===== config.mk =====
export PLATFORM = sky130hd
export DESIGN_NAME = tri_pulse_decoder
export DESIGN_NICKNAME = d
export VERILOG_FILES = /design/src/rtl/tpd_pkg.sv /design/src/rtl/tpd_level_map.sv /design/src/rtl/tpd_span_timer.sv /design/src/rtl/tri_pulse_decoder.sv
export SDC_FILE = /design/constraint.sdc
export NUM_CORES = 1
export LEC_CHECK = 0
export BUFFER_PORTS_ARGS = -buffer_cell sky130_fd_sc_hd__buf_2
export CAP_MARGIN = 20
export CORE_MARGIN = 2
export CORE_UTILIZATION = 35
export CTS_CLUSTER_DIAMETER = 50
export DETAILED_ROUTE_END_ITERATION = 10
export GPL_TIMING_DRIVEN = 0
export SLEW_MARGIN = 30
export SYNTH_ARGS = -nofsm -noshare
export SYNTH_HDL_FRONTEND = slang
export SYNTH_HIERARCHICAL = 1
export SYNTH_SLANG_ARGS = --single-unit

===== constraint.sdc =====
create_clock -name clk -period 1.58 [get_ports clk]
set_input_delay 0.079 -clock clk [delete_from_list [all_inputs] [get_ports clk]]
set_output_delay 0.079 -clock clk [all_outputs]
set_load 0.02 [all_outputs]

===== src/rtl/tpd_pkg.sv =====
package tpd_pkg;
   typedef enum logic [1:0] {
      SIDE_MID  = 2'd0,
      SIDE_LOW  = 2'd1,
      SIDE_HIGH = 2'd2
   } side_e;

   // One flag alone selects its side; both or neither reads as rest level.
   function automatic side_e classify(input logic lo, input logic hi);
      if (lo && !hi)      return SIDE_LOW;
      else if (hi && !lo) return SIDE_HIGH;
      else                return SIDE_MID;
   endfunction
endpackage


===== src/rtl/tpd_level_map.sv =====
module tpd_level_map
   import tpd_pkg::*;
#(
   parameter int IN_REG = 0
) (
   input  logic  clk,
   input  logic  rst_n,
   input  logic  lo_i,
   input  logic  hi_i,
   input  logic  prog_i,
   output side_e side_o,
   output logic  prog_o
);
   generate
      if (IN_REG != 0) begin : g_reg
         side_e side_q;
         logic  prog_q;
         always_ff @(posedge clk) begin
            if (!rst_n) begin
               side_q <= SIDE_MID;
               prog_q <= 1'b0;
            end else begin
               side_q <= classify(lo_i, hi_i);
               prog_q <= prog_i;
            end
         end
         assign side_o = side_q;
         assign prog_o = prog_q;
      end else begin : g_comb
         assign side_o = classify(lo_i, hi_i);
         assign prog_o = prog_i;
      end
   endgenerate
endmodule


===== src/rtl/tpd_span_timer.sv =====
module tpd_span_timer #(
   parameter int W       = 8,
   parameter int MAX     = 255,
   parameter int RST_VAL = 0
) (
   input  logic         clk,
   input  logic         rst_n,
   input  logic         load,
   input  logic [W-1:0] load_val,
   input  logic         step,
   output logic [W-1:0] count
);
   localparam logic [W-1:0] MAX_V = W'(MAX);
   localparam logic [W-1:0] RST_V = W'(RST_VAL);

   always_ff @(posedge clk) begin
      if (!rst_n)                       count <= RST_V;
      else if (load)                    count <= load_val;
      else if (step && count != MAX_V)  count <= count + 1'b1;
   end
endmodule


===== src/rtl/tri_pulse_decoder.sv =====
module tri_pulse_decoder
   import tpd_pkg::*;
#(
   parameter int REJ_CYC   = 20,
   parameter int VALID_CYC = 200,
   parameter int GAP_CYC   = 10,
   parameter int IN_REG    = 0
) (
   input  logic clk,
   input  logic rst_n,
   input  logic en_i,
   input  logic lo_i,
   input  logic hi_i,
   input  logic prog_i,
   output logic inc_o,
   output logic dec_o,
   output logic prog_o
);
   localparam int WCW = $clog2(VALID_CYC + 1);
   localparam int GCW = $clog2(GAP_CYC + 1);
   localparam logic [WCW-1:0] VALID_V = WCW'(VALID_CYC);
   localparam logic [GCW-1:0] GAP_V   = GCW'(GAP_CYC);

   generate
      if (REJ_CYC < 1 || VALID_CYC <= REJ_CYC || GAP_CYC < 1 || IN_REG < 0 || IN_REG > 1) begin : g_bad_cfg
         $error("tri_pulse_decoder: need 1 <= REJ_CYC < VALID_CYC, GAP_CYC >= 1, IN_REG in {0,1}");
      end
   endgenerate

   side_e lvl;
   logic  prog_s;

   tpd_level_map #(.IN_REG(IN_REG)) u_map (
      .clk(clk), .rst_n(rst_n), .lo_i(lo_i), .hi_i(hi_i), .prog_i(prog_i),
      .side_o(lvl), .prog_o(prog_s)
   );

   side_e          side_q;
   logic           taint_q, spaced_q;
   logic [WCW-1:0] wcnt;
   logic [GCW-1:0] gcnt;
   logic           start, hold, finish, accept;

   always_comb begin
      start  = en_i && (lvl != SIDE_MID) && (lvl != side_q);
      hold   = en_i && (lvl == side_q) && (side_q != SIDE_MID);
      finish = en_i && (side_q != SIDE_MID) && (lvl == SIDE_MID);
      accept = finish && (wcnt == VALID_V) && !taint_q && !prog_s && spaced_q;
   end

   tpd_span_timer #(.W(WCW), .MAX(VALID_CYC), .RST_VAL(0)) u_width (
      .clk(clk), .rst_n(rst_n), .load(start), .load_val(WCW'(1)),
      .step(hold), .count(wcnt)
   );

   tpd_span_timer #(.W(GCW), .MAX(GAP_CYC), .RST_VAL(GAP_CYC)) u_gap (
      .clk(clk), .rst_n(rst_n),
      .load(!en_i || accept), .load_val(en_i ? '0 : GAP_V),
      .step(lvl == SIDE_MID), .count(gcnt)
   );

   always_ff @(posedge clk) begin
      if (!rst_n) begin
         side_q   <= SIDE_MID;
         taint_q  <= 1'b0;
         spaced_q <= 1'b0;
         inc_o    <= 1'b0;
         dec_o    <= 1'b0;
         prog_o   <= 1'b0;
      end else begin
         prog_o <= prog_s;
         inc_o  <= accept && (side_q == SIDE_LOW);
         dec_o  <= accept && (side_q == SIDE_HIGH);
         if (!en_i || finish) begin
            side_q <= SIDE_MID;
         end else if (start) begin
            side_q   <= lvl;
            taint_q  <= prog_s;
            spaced_q <= (gcnt == GAP_V);
         end else if (hold) begin
            taint_q  <= taint_q | prog_s;
         end
      end
   end
endmodule


==> results by group, run 1 <==
Outcome
  – Outcome: finished clean

Floorplan
  – IO Count: 9
  – Std-Cell Rows: 21
  – Die H: between 60 and 70 um
  – Die Wd: 62.7 um
  – DIE AREA: ~4000 um^2
  – Starting Density: roughly 36%
  – Core area: roughly 3300 um^2

Cells and area
  – Finished Layout Cells: 210
  – Fill count: between 300 and 400
  – N_diodes: 0
  – Final nets: about 180
  – Layout cells sized above 1: between 30% and 40%
  – Layout overhead on the synthesized area: 26.6%
  – Post-layout util: 46.1%

Timing
  – Skew final: ~0.0051 ns
  – Final period util: 98.1%
  – Setup violators final: 0
  – Fin crit period: around 1.5 ns
  – RSZ-0062 raised after global routing: yes
  – Fmax: roughly 650 MHz
  – Final setup TNS: 0 ns
  – Slew Limit Fails: 0
  – Final Hold Viols: 0

GRT
  – Total grt overflow: 0
  – Vias in the first global route: about 1,000
  – Total track usage: 13.5%
  – Largest net degree at the start of global routing: 16
  – Initial antenna violation count: 0
  – First-pass GRT wire length: ~4400 um

Clock network
  – Num CTS Buffers: 3
  – CTS max path bufs: 2
  – Clock-pin slew on the worst setup and hold paths: between 0.1 and 0.15 ns
  – TritonCTS Sinks: 19
  – CTS tree: yes
  – Clock Latency Late Sink: 0.30 ns
  – Root Buffer: clkbuf_4
  – H-tree levels: 1

Synthesis
  – Mapped Area: 1210 um^2
  – Seq cells post-synth: 19
  – Yosys top cell by area: dfxtp_1
  – Most frequent cells after synthesis: dfxtp_1 (19), a21oi_1 (9), nand2_1 (8), o21ai_0 (8)
  – Synth unique cells: 48
  – Post-synth EDFFs: 0
  – Most frequent cell after synthesis: dfxtp_1
  – Synth Flop Type: dfxtp_1
  – Ys async rst share: 0%
  – Synth area leaders: dfxtp_1 (32%), ha_1 (4.1%), a21oi_1 (3.7%), o21ai_0 (3.3%), a31oi_1 (3.1%)
  – Yosys top cell area share: 31.5%
  – Synth warn: 6
  – Sequential area share after synthesis: between 30% and 40%
  – Syn Inst Count: about 140
  – Syn Area/Cell: between 8 and 9 um^2

Worst setup path
  – CP Max Fanout: 4
  – Worst R2R Path Depth: 7
  – Nature of the critical path endpoint: register
  – Worst setup endpoint: u_width/count[7]
  – Crit path DAT: 1.78 ns
  – Worst Setup Start Kind: register
  – Crit path kind: reg -> reg
  – WP data required: 1.81 ns
  – Crit path from: side_q[0]
  – RR Startpoint: side_q[0]
  – R2R setup slack: about 0.030 ns
  – RR Endpoint: u_width/count[7]

Power
  – Peak VDD IR: ~0.00044 V
  – Flop pwr share: a little over half
  – Clock power share: around a quarter
  – Switching power: 0.318 mW
  – Leak: 0.577 nW
  – Power Density: approximately 670 nW/um^2
  – Combinational fraction of design power: 21.0%
  – Sw frac: a little under a third
  – Pint: ~0.71 mW

Drt
  – Pre-antenna DRT Iters: 4
  – Via count: 1,093
  – Final wirelength: about 2600 um
  – Drt drc: 0
  – Mean number of vias per cell: around 5.2
  – Post-DRT Antenna Nets: 0
  – Wire per inst: 12.4 um
  – Initial DRC Count: 40

Place
  – PortBufs: 7
  – Dpl cells: 198
  – Routability cong.: 0.804
  – Detail Placement HPWL: roughly 1800 um

Job
  – # Max-Cap Violations: 0

Min path
  – Hold crit path type: in -> reg
-- placed cells by master, fill, tap and decap left out, types with 2 or more instances in the layout --
cell	instances
dfxtp_1	12
conb_1	10
a21oi_1	8
nand3_1	7
buf_2	7
buf_4	7
o21ai_0	7
nand2_1	6
a31oi_1	6
o21ai_1	6
inv_1	6
nand4_1	5
nor3b_2	4
dfxtp_4	4
ha_1	4
nor2_1	3
and3_2	3
clkbuf_4	3
xor2_1	3
or3_1	3
dfxtp_2	3
nand2b_1	2
buf_6	2
inv_2	2
nand4b_1	2
nand2_2	2
nand4_2	2
o2111ai_1	2
o211ai_1	2
buf_12	2
-- cell families (layout without fill, tap and decap cells) --
| kind of cell | count (synthesis) | count (layout) | share of synthesized area [%] |
|---|---|---|---|
| AOI/OAI and AO/OA | 39 | 39 | 21.5 |
| other | 2 | 10 | 0.623 |
| adders and majority gates | 4 | 4 | 4.15 |
| xor gates and xnor gates | 4 | 4 | 2.91 |
| DFF | 19 | 19 | 31.5 |
| buffers and inverters | 14 | 33 | 5.39 |
| and+or+nand+nor | 55 | 55 | 33.9 |
-- cell type report --
class	count	area, um^2	area share, %
Multi-Input combinational cell	112	840	55.0
Timing Repair Buffer	16	134	8.77
Clock inverter	1	5.00	0.328
Tap cell	46	57.6	3.77
Clock buffer	3	22.5	1.48
Sequential cell	19	399	26.1
Inverter	9	38.8	2.54
Buffer	4	30.0	1.97
-- flip-flops by register name, summed over array words and instances (netlist names) --
name,count
dec_o,1
inc_o,1
prog_o,1
side_q,2
spaced_q,1
taint_q,1
u_gap/count,4
u_width/count,8
-- per-layer routing --
metal	routed length, um	track usage, %
met1	1250	16.3
met2	1300	23.7
met3	34	3.78
met4	17	3.33
met5	0	0
-- power groups by stage --
| stage | Clock [mW] | Combinational, mW | Sequential (mW) |
|---|---|---|---|
| global route | 0.283 | 0.237 | 0.562 |
| finish | 0.252 | 0.215 | 0.557 |
| detailed placement | 0 | 0.176 | 0.566 |
| floorplan | 0 | 0.136 | 0.556 |
| global placement | 0 | 0.170 | 0.565 |
| CTS | 0.268 | 0.190 | 0.553 |
-- stage by stage --
step | instance area, um^2 | hold WS [ns] | total power, mW | setup slack, ns
detailed placement | 1330 | 0.320 | 0.743 | -0.337
floorplan | 1240 | 0.152 | 0.692 | 0.0188
finish | 1530 | 0.0881 | 1.02 | 0.0304
CTS | 1440 | 0.0778 | 1.01 | -0.0209
global placement | 1330 | 0.312 | 0.734 | -0.269
global route | 1530 | 0.0976 | 1.08 | -0.0982
-- worst max-delay path, cell delays in order, from the launching register on --
cell      delay (ns)
dfxtp_4         0.37
nor4bb_2        0.25
a31oi_1         0.06
nor2_1          0.12
buf_4           0.14
nand4_1         0.10
or3_1           0.32
a31oi_1         0.12
-- how the worst min path moves through the flow --
stage                       from  cells past startpoint        endpoint
after floorplan            rst_n                      1  u_gap/count[1]
after global placement    prog_i                      2          prog_o
after detailed placement  prog_i                      2          prog_o
after CTS                 prog_i                      3         taint_q
after global routing      prog_i                      3         taint_q
final                     prog_i                      3         taint_q
-- timing repair --
item | 4_1_cts | 5_1_grt
setup endpoints to repair | 10 | 12
buffers inserted | 5 | 3
pin swaps | 4 | 13
endpoints found under the hold margin | 1 | 0
gates resized for setup | 9 | 16
hold buffers | 1 | 0
Note: power is estimated with default switching activity, not from simulation.
==> inputs of run 2 (changes only) <==
--- a/config.mk
+++ b/config.mk
@@ -9,9 +9,11 @@
 export CAP_MARGIN = 20
 export CORE_MARGIN = 2
 export CORE_UTILIZATION = 35
+export CTS_BUF_LIST = sky130_fd_sc_hd__clkbuf_16
 export CTS_CLUSTER_DIAMETER = 50
 export DETAILED_ROUTE_END_ITERATION = 10
 export GPL_TIMING_DRIVEN = 0
+export SETUP_SLACK_MARGIN = 0.2
 export SLEW_MARGIN = 30
 export SYNTH_ARGS = -nofsm -noshare
 export SYNTH_HDL_FRONTEND = slang
==> results by group, run 2 (synthesized netlist as in run 1, its figures left out) <==
Outcome
  – Outcome: complete, but fails checks
  – Failing checks: setup timing

Timing
  – WHS: 0.0681 ns
  – Skew final: 0.00160 ns
  – Setup violators final: 3
  – Slew Limit Fails: 0
  – Fin crit period: 1.61 ns
  – Final period util: 102%
  – Worst Slack Setup Final: -0.0327 ns
  – RSZ-0062 raised after global routing: yes
  – Final Hold Viols: 0
  – Fmax: around 620 MHz

Worst setup path
  – R2R setup slack: -0.03 ns
  – RR Endpoint: u_gap/count[3]
  – Crit path DAT: around 1.7 ns
  – Worst R2R Path Depth: 7
  – Crit path kind: reg -> reg
  – RR Startpoint: u_width/count[6]
  – Worst Setup Start Kind: register
  – WP data required: between 1.5 and 2 ns
  – Nature of the critical path endpoint: register
  – CP Max Fanout: 6

Power
  – Flop pwr share: between 40% and 50%
  – Combinational fraction of design power: around 16%
  – Leak: 0.590 nW
  – Peak VDD IR: between 0.0004 and 0.0005 V
  – Power Density: 835 nW/um^2
  – Switching power: 0.338 mW
  – Clock power share: 40.4%
  – Pint: roughly 0.94 mW
  – Sw frac: about a quarter

GRT
  – Initial antenna violation count: 0
  – Gr busiest metal: met2
  – Vias in the first global route: roughly 1,100
  – First-pass GRT wire length: around 4800 um
  – GR Layer Usage met2: between 20 and 30%
  – Total track usage: ~15%
  – Total grt overflow: 0
  – Largest net degree at the start of global routing: 16
  – Grt met1 use: about 17%
  – GRT met3 Usage: around 1.6%

Cells and area
  – Max reg flops: 8
  – Fill count: about 350
  – Largest regs: u_width/count (8), u_gap/count (4), side_q (2)
  – Commonest non-fill, non-tap cell in the layout: dfxtp_1
  – Final nets: around 180
  – N_diodes: 0
  – Layout overhead on the synthesized area: 27.0%
  – Most frequent cells in the layout: dfxtp_1 (16), buf_4 (10), conb_1 (10), inv_1 (8), o21ai_0 (8)
  – Most flops, register: u_width/count
  – Layout cells sized above 1: roughly a third

Floorplan
  – Die H: about 63 um
  – Std-Cell Rows: 21
  – Die Wd: ~63 um
  – IO Count: 9
  – Starting Density: a little over a third
  – DIE AREA: ~3900 um^2
  – Core area: 3310 um^2

Clock network
  – Clock Latency Late Sink: 0.25 ns
  – CTS tree: yes
  – Root Buffer: clkbuf_16
  – Num CTS Buffers: 3
  – Clock-pin slew on the worst setup and hold paths: approximately 0.050 ns
  – Hold_buf cts: 0
  – TritonCTS Sinks: 19
  – H-tree levels: 1
  – CTS max path bufs: 2

Min path
  – Hold crit path type: in -> reg
  – Hold Path Stages: 2
  – Min-delay src: prog_i
  – Hold path endpoint: prog_o

Drt
  – Drt drc: 0
  – Pre-antenna DRT Iters: 4
  – Post-DRT Antenna Nets: 0
  – Initial DRC Count: between 40 and 50
  – Mean number of vias per cell: 5.39
  – Via count: roughly 1,100
  – Final wirelength: between 2000 and 3000 um
  – Wire per inst: roughly 14 um

Place
  – Detail Placement HPWL: ~1900 um
  – PortBufs: 7
  – Routability cong.: ~0.9
  – Setup WS pre-CTS: -0.204 ns

Job
  – # Max-Cap Violations: 0
[run 2: cell type report]
cell class / count / area, um^2 / share of cell area [%]
Buffer: 5 / 45.0 / 2.94
Clock buffer: 3 / 75.1 / 4.90
Clock inverter: 1 / 3.75 / 0.245
Inverter: 9 / 33.8 / 2.21
Multi-Input combinational cell: 112 / 832 / 54.3
Sequential cell: 19 / 389 / 25.4
Tap cell: 46 / 57.6 / 3.76
Timing Repair Buffer: 15 / 95.1 / 6.21
[run 2: what timing repair did]
item                                    CTS  global route
pin swaps                                 9             5
gates resized for setup                   9             3
setup buffers                             7             1
endpoints found under the setup margin   12            14
[run 2: power groups by stage]
stage	registers [mW]	clock network (mW)	logic, mW
after floorplan	0.556	0	0.138
after global placement	0.565	0	0.172
after detailed placement	0.567	0	0.180
after CTS	0.554	0.535	0.199
after global routing	0.560	0.556	0.228
final	0.555	0.516	0.208
[run 2: how the worst max path moves through the flow]
stage	from	to
floorplan	lo_i	u_width/count[7]
CTS	side_q[0]	u_width/count[6]
finish	u_width/count[6]	u_gap/count[3]
global route	side_q[0]	u_width/count[7]
detailed placement	lo_i	u_width/count[7]
global placement	lo_i	u_width/count[7]
[run 2: stage by stage]
step	total power, mW	cell area [um^2]	std cells	util (%)	TNS, ns
after global routing	1.34	1530	210	46.3	-0.709
after global placement	0.737	1350	198	40.6	-0.600
after detailed placement	0.746	1350	198	40.6	-0.800
final	1.28	1530	210	46.3	-0.0672
after floorplan	0.695	1250	145	-	0
after CTS	1.29	1520	209	45.8	-0.0877
[run 2: critical path, stage by stage, from the launching register on]
cell and delay (ns):
dfxtp_1 0.41, nand4b_1 0.15, nor4_2 0.33, nand3_1 0.13
nand2_2 0.14, inv_1 0.08, nor3_1 0.18, a31oi_1 0.06
[run 2: per-layer routing]
metal | share of wire, % | vias to the layer above | routed length [um]
met2 | 52 | 19 | 1500
met4 | 2.0 | 0 | 58
li1 | - | 563 | -
met3 | 1.5 | 4 | 42
met1 | 44 | 545 | 1260
met5 | 0 | - | 0
==> inputs of run 3 (changes only) <==
--- a/config.mk
+++ b/config.mk
@@ -13,8 +13,8 @@
 export CTS_CLUSTER_DIAMETER = 50
 export DETAILED_ROUTE_END_ITERATION = 10
 export GPL_TIMING_DRIVEN = 0
+export PLACE_DENSITY = 0.57
 export SETUP_SLACK_MARGIN = 0.2
-export SLEW_MARGIN = 30
 export SYNTH_ARGS = -nofsm -noshare
 export SYNTH_HDL_FRONTEND = slang
 export SYNTH_HIERARCHICAL = 1
==> results by group, run 3 (synthesized netlist as in run 1, its figures left out) <==
Outcome
  – Outcome: finished clean

Cells and area
  – Finished Layout Cells: between 200 and 250
  – Layout overhead on the synthesized area: 34.5%
  – Max reg flops: 8
  – Commonest non-fill, non-tap cell in the layout: buf_4
  – Largest regs: u_width/count (8), u_gap/count (4), side_q (2)
  – Final nets: between 150 and 200
  – N_diodes: 0
  – Most flops, register: u_width/count
  – Most frequent cells in the layout: buf_4 (13), dfxtp_1 (11), conb_1 (10)
  – Layout cells sized above 1: 39.6%

Clock network
  – Root Buffer: clkbuf_16
  – TritonCTS Sinks: 19
  – CTS max path bufs: 2
  – Clock Latency Late Sink: 0.25 ns
  – CTS tree: yes
  – Num CTS Buffers: 3
  – H-tree levels: 1
  – Hold_buf cts: 0
  – Clock-pin slew on the worst setup and hold paths: 0.05 ns

Worst setup path
  – RR Endpoint: u_width/count[7]
  – Crit path kind: reg -> reg
  – WP data required: 1.75 ns
  – Worst setup endpoint: u_width/count[7]
  – Crit path DAT: around 1.7 ns
  – R2R setup slack: 0.007 ns
  – RR Startpoint: side_q[0]
  – CP Max Fanout: 5
  – Worst R2R Path Depth: 7
  – Crit path from: side_q[0]
  – Worst Setup Start Kind: register
  – Nature of the critical path endpoint: register

Power
  – Leak: 0.622 nW
  – Power Total: ~1.3 mW
  – Power Density: approximately 800 nW/um^2
  – Peak VDD IR: 0.000707 V

Floorplan
  – IO Count: 9
  – Core area: around 3300 um^2
  – Starting Density: about 36%
  – DIE AREA: just under 4000 um^2
  – Die Wd: between 60 and 70 um
  – Std-Cell Rows: 21
  – Die H: approximately 63 um

Timing
  – RSZ-0062 raised after global routing: yes
  – Slew Limit Fails: 0
  – Setup violators final: 0
  – Fin crit period: approximately 1.6 ns
  – Final Hold Viols: 0
  – Fmax: between 600 and 700 MHz
  – Skew final: roughly 0.0018 ns
  – Final period util: 99.6%

Drt
  – WL met1: 1310 um
  – Pre-antenna DRT Iters: 4
  – Post-DRT Antenna Nets: 0
  – Final wirelength: ~2800 um
  – Drt drc: 0
  – Metal3 WL: between 50 and 60 um
  – Initial DRC Count: between 50 and 60
  – Wire per inst: approximately 13 um
  – Via count: 1,101
  – Mean number of vias per cell: 5.12
  – WL met2: about 1400 um
  – Max layer used: met4

Place
  – Dpl cells: a little under 200
  – Routability cong.: 0.799
  – PortBufs: 7
  – Detail Placement HPWL: ~1900 um

GRT
  – First-pass GRT wire length: about 4600 um
  – Total track usage: 14.8%
  – Initial antenna violation count: 0
  – Total grt overflow: 0
  – Vias in the first global route: roughly 1,000
  – Largest net degree at the start of global routing: 16

Job
  – # Max-Cap Violations: 0

Min path
  – Hold crit path type: in -> reg
==> run 3: repair_timing <==
| item | 4_1_cts | 5_1_grt |
|---|---|---|
| setup buffers | 8 | 4 |
| cloned | 1 | 0 |
| resized for setup | 13 | 13 |
| pin swaps | 11 | 10 |
| setup endpoints to repair | 12 | 14 |
==> run 3: layout make-up <==
type / count / area, um^2
Clock inverter: 1 / 5.00
Buffer: 5 / 43.8
Inverter: 9 / 36.3
Tap cell: 46 / 57.6
Sequential cell: 19 / 400
Clock buffer: 3 / 75.1
Timing Repair Buffer: 20 / 145
Multi-Input combinational cell: 112 / 860
Fill cell: 336 / 1690
==> run 3: power breakdown <==
| group | leakage [nW] | total, mW | internal (mW) | switching [mW] |
|---|---|---|---|---|
| Combinational | 0.421 | 0.231 | 0.112 | 0.119 |
| Sequential | 0.161 | 0.558 | 0.508 | 0.0504 |
| Clock | 0.0409 | 0.521 | 0.339 | 0.181 |
==> run 3: critical path: stages (launching register included) <==
cell and delay, ns:
dfxtp_4 0.34, nor4bb_1 0.25, a31oi_1 0.07, nor2_1 0.11
buf_4 0.15, nand4_1 0.11, or3_1 0.32, a31oi_1 0.14
==> run 3: worst min-delay path by stage <==
| stage | from | endpoint | cells past startpoint | slack, ns |
|---|---|---|---|---|
| floorplan | rst_n | u_gap/count[1] | 1 | 0.15 |
| detailed placement | prog_i | prog_o | 2 | 0.31 |
| global placement | prog_i | prog_o | 2 | 0.31 |
| finish | prog_i | prog_o | 2 | 0.05 |
| global route | prog_i | prog_o | 2 | 0.06 |
| CTS | prog_i | prog_o | 2 | 0.06 |
==> run 3: through the flow <==
stage | area (um^2) | hold slack [ns] | TNS [ns] | utilization (%) | worst slack (ns)
global placement | 1350 | 0.312 | -0.595 | 40.6 | -0.163
global route | 1620 | 0.0600 | -0.389 | 49.0 | -0.126
CTS | 1550 | 0.0562 | -0.00220 | 46.7 | -0.00220
finish | 1620 | 0.0548 | 0 | 49.0 | 0.00687
detailed placement | 1350 | 0.313 | -0.806 | 40.6 | -0.229
floorplan | 1250 | 0.152 | 0 | - | 0.0446
==> run 3: routing by layer <==
| layer | vias to the layer above | track usage, % |
|---|---|---|
| met5 | - | 0 |
| met4 | 0 | 5.28 |
| met3 | 4 | 4.14 |
| met2 | 7 | 25.3 |
| met1 | 519 | 17.8 |
| li1 | 571 | - |
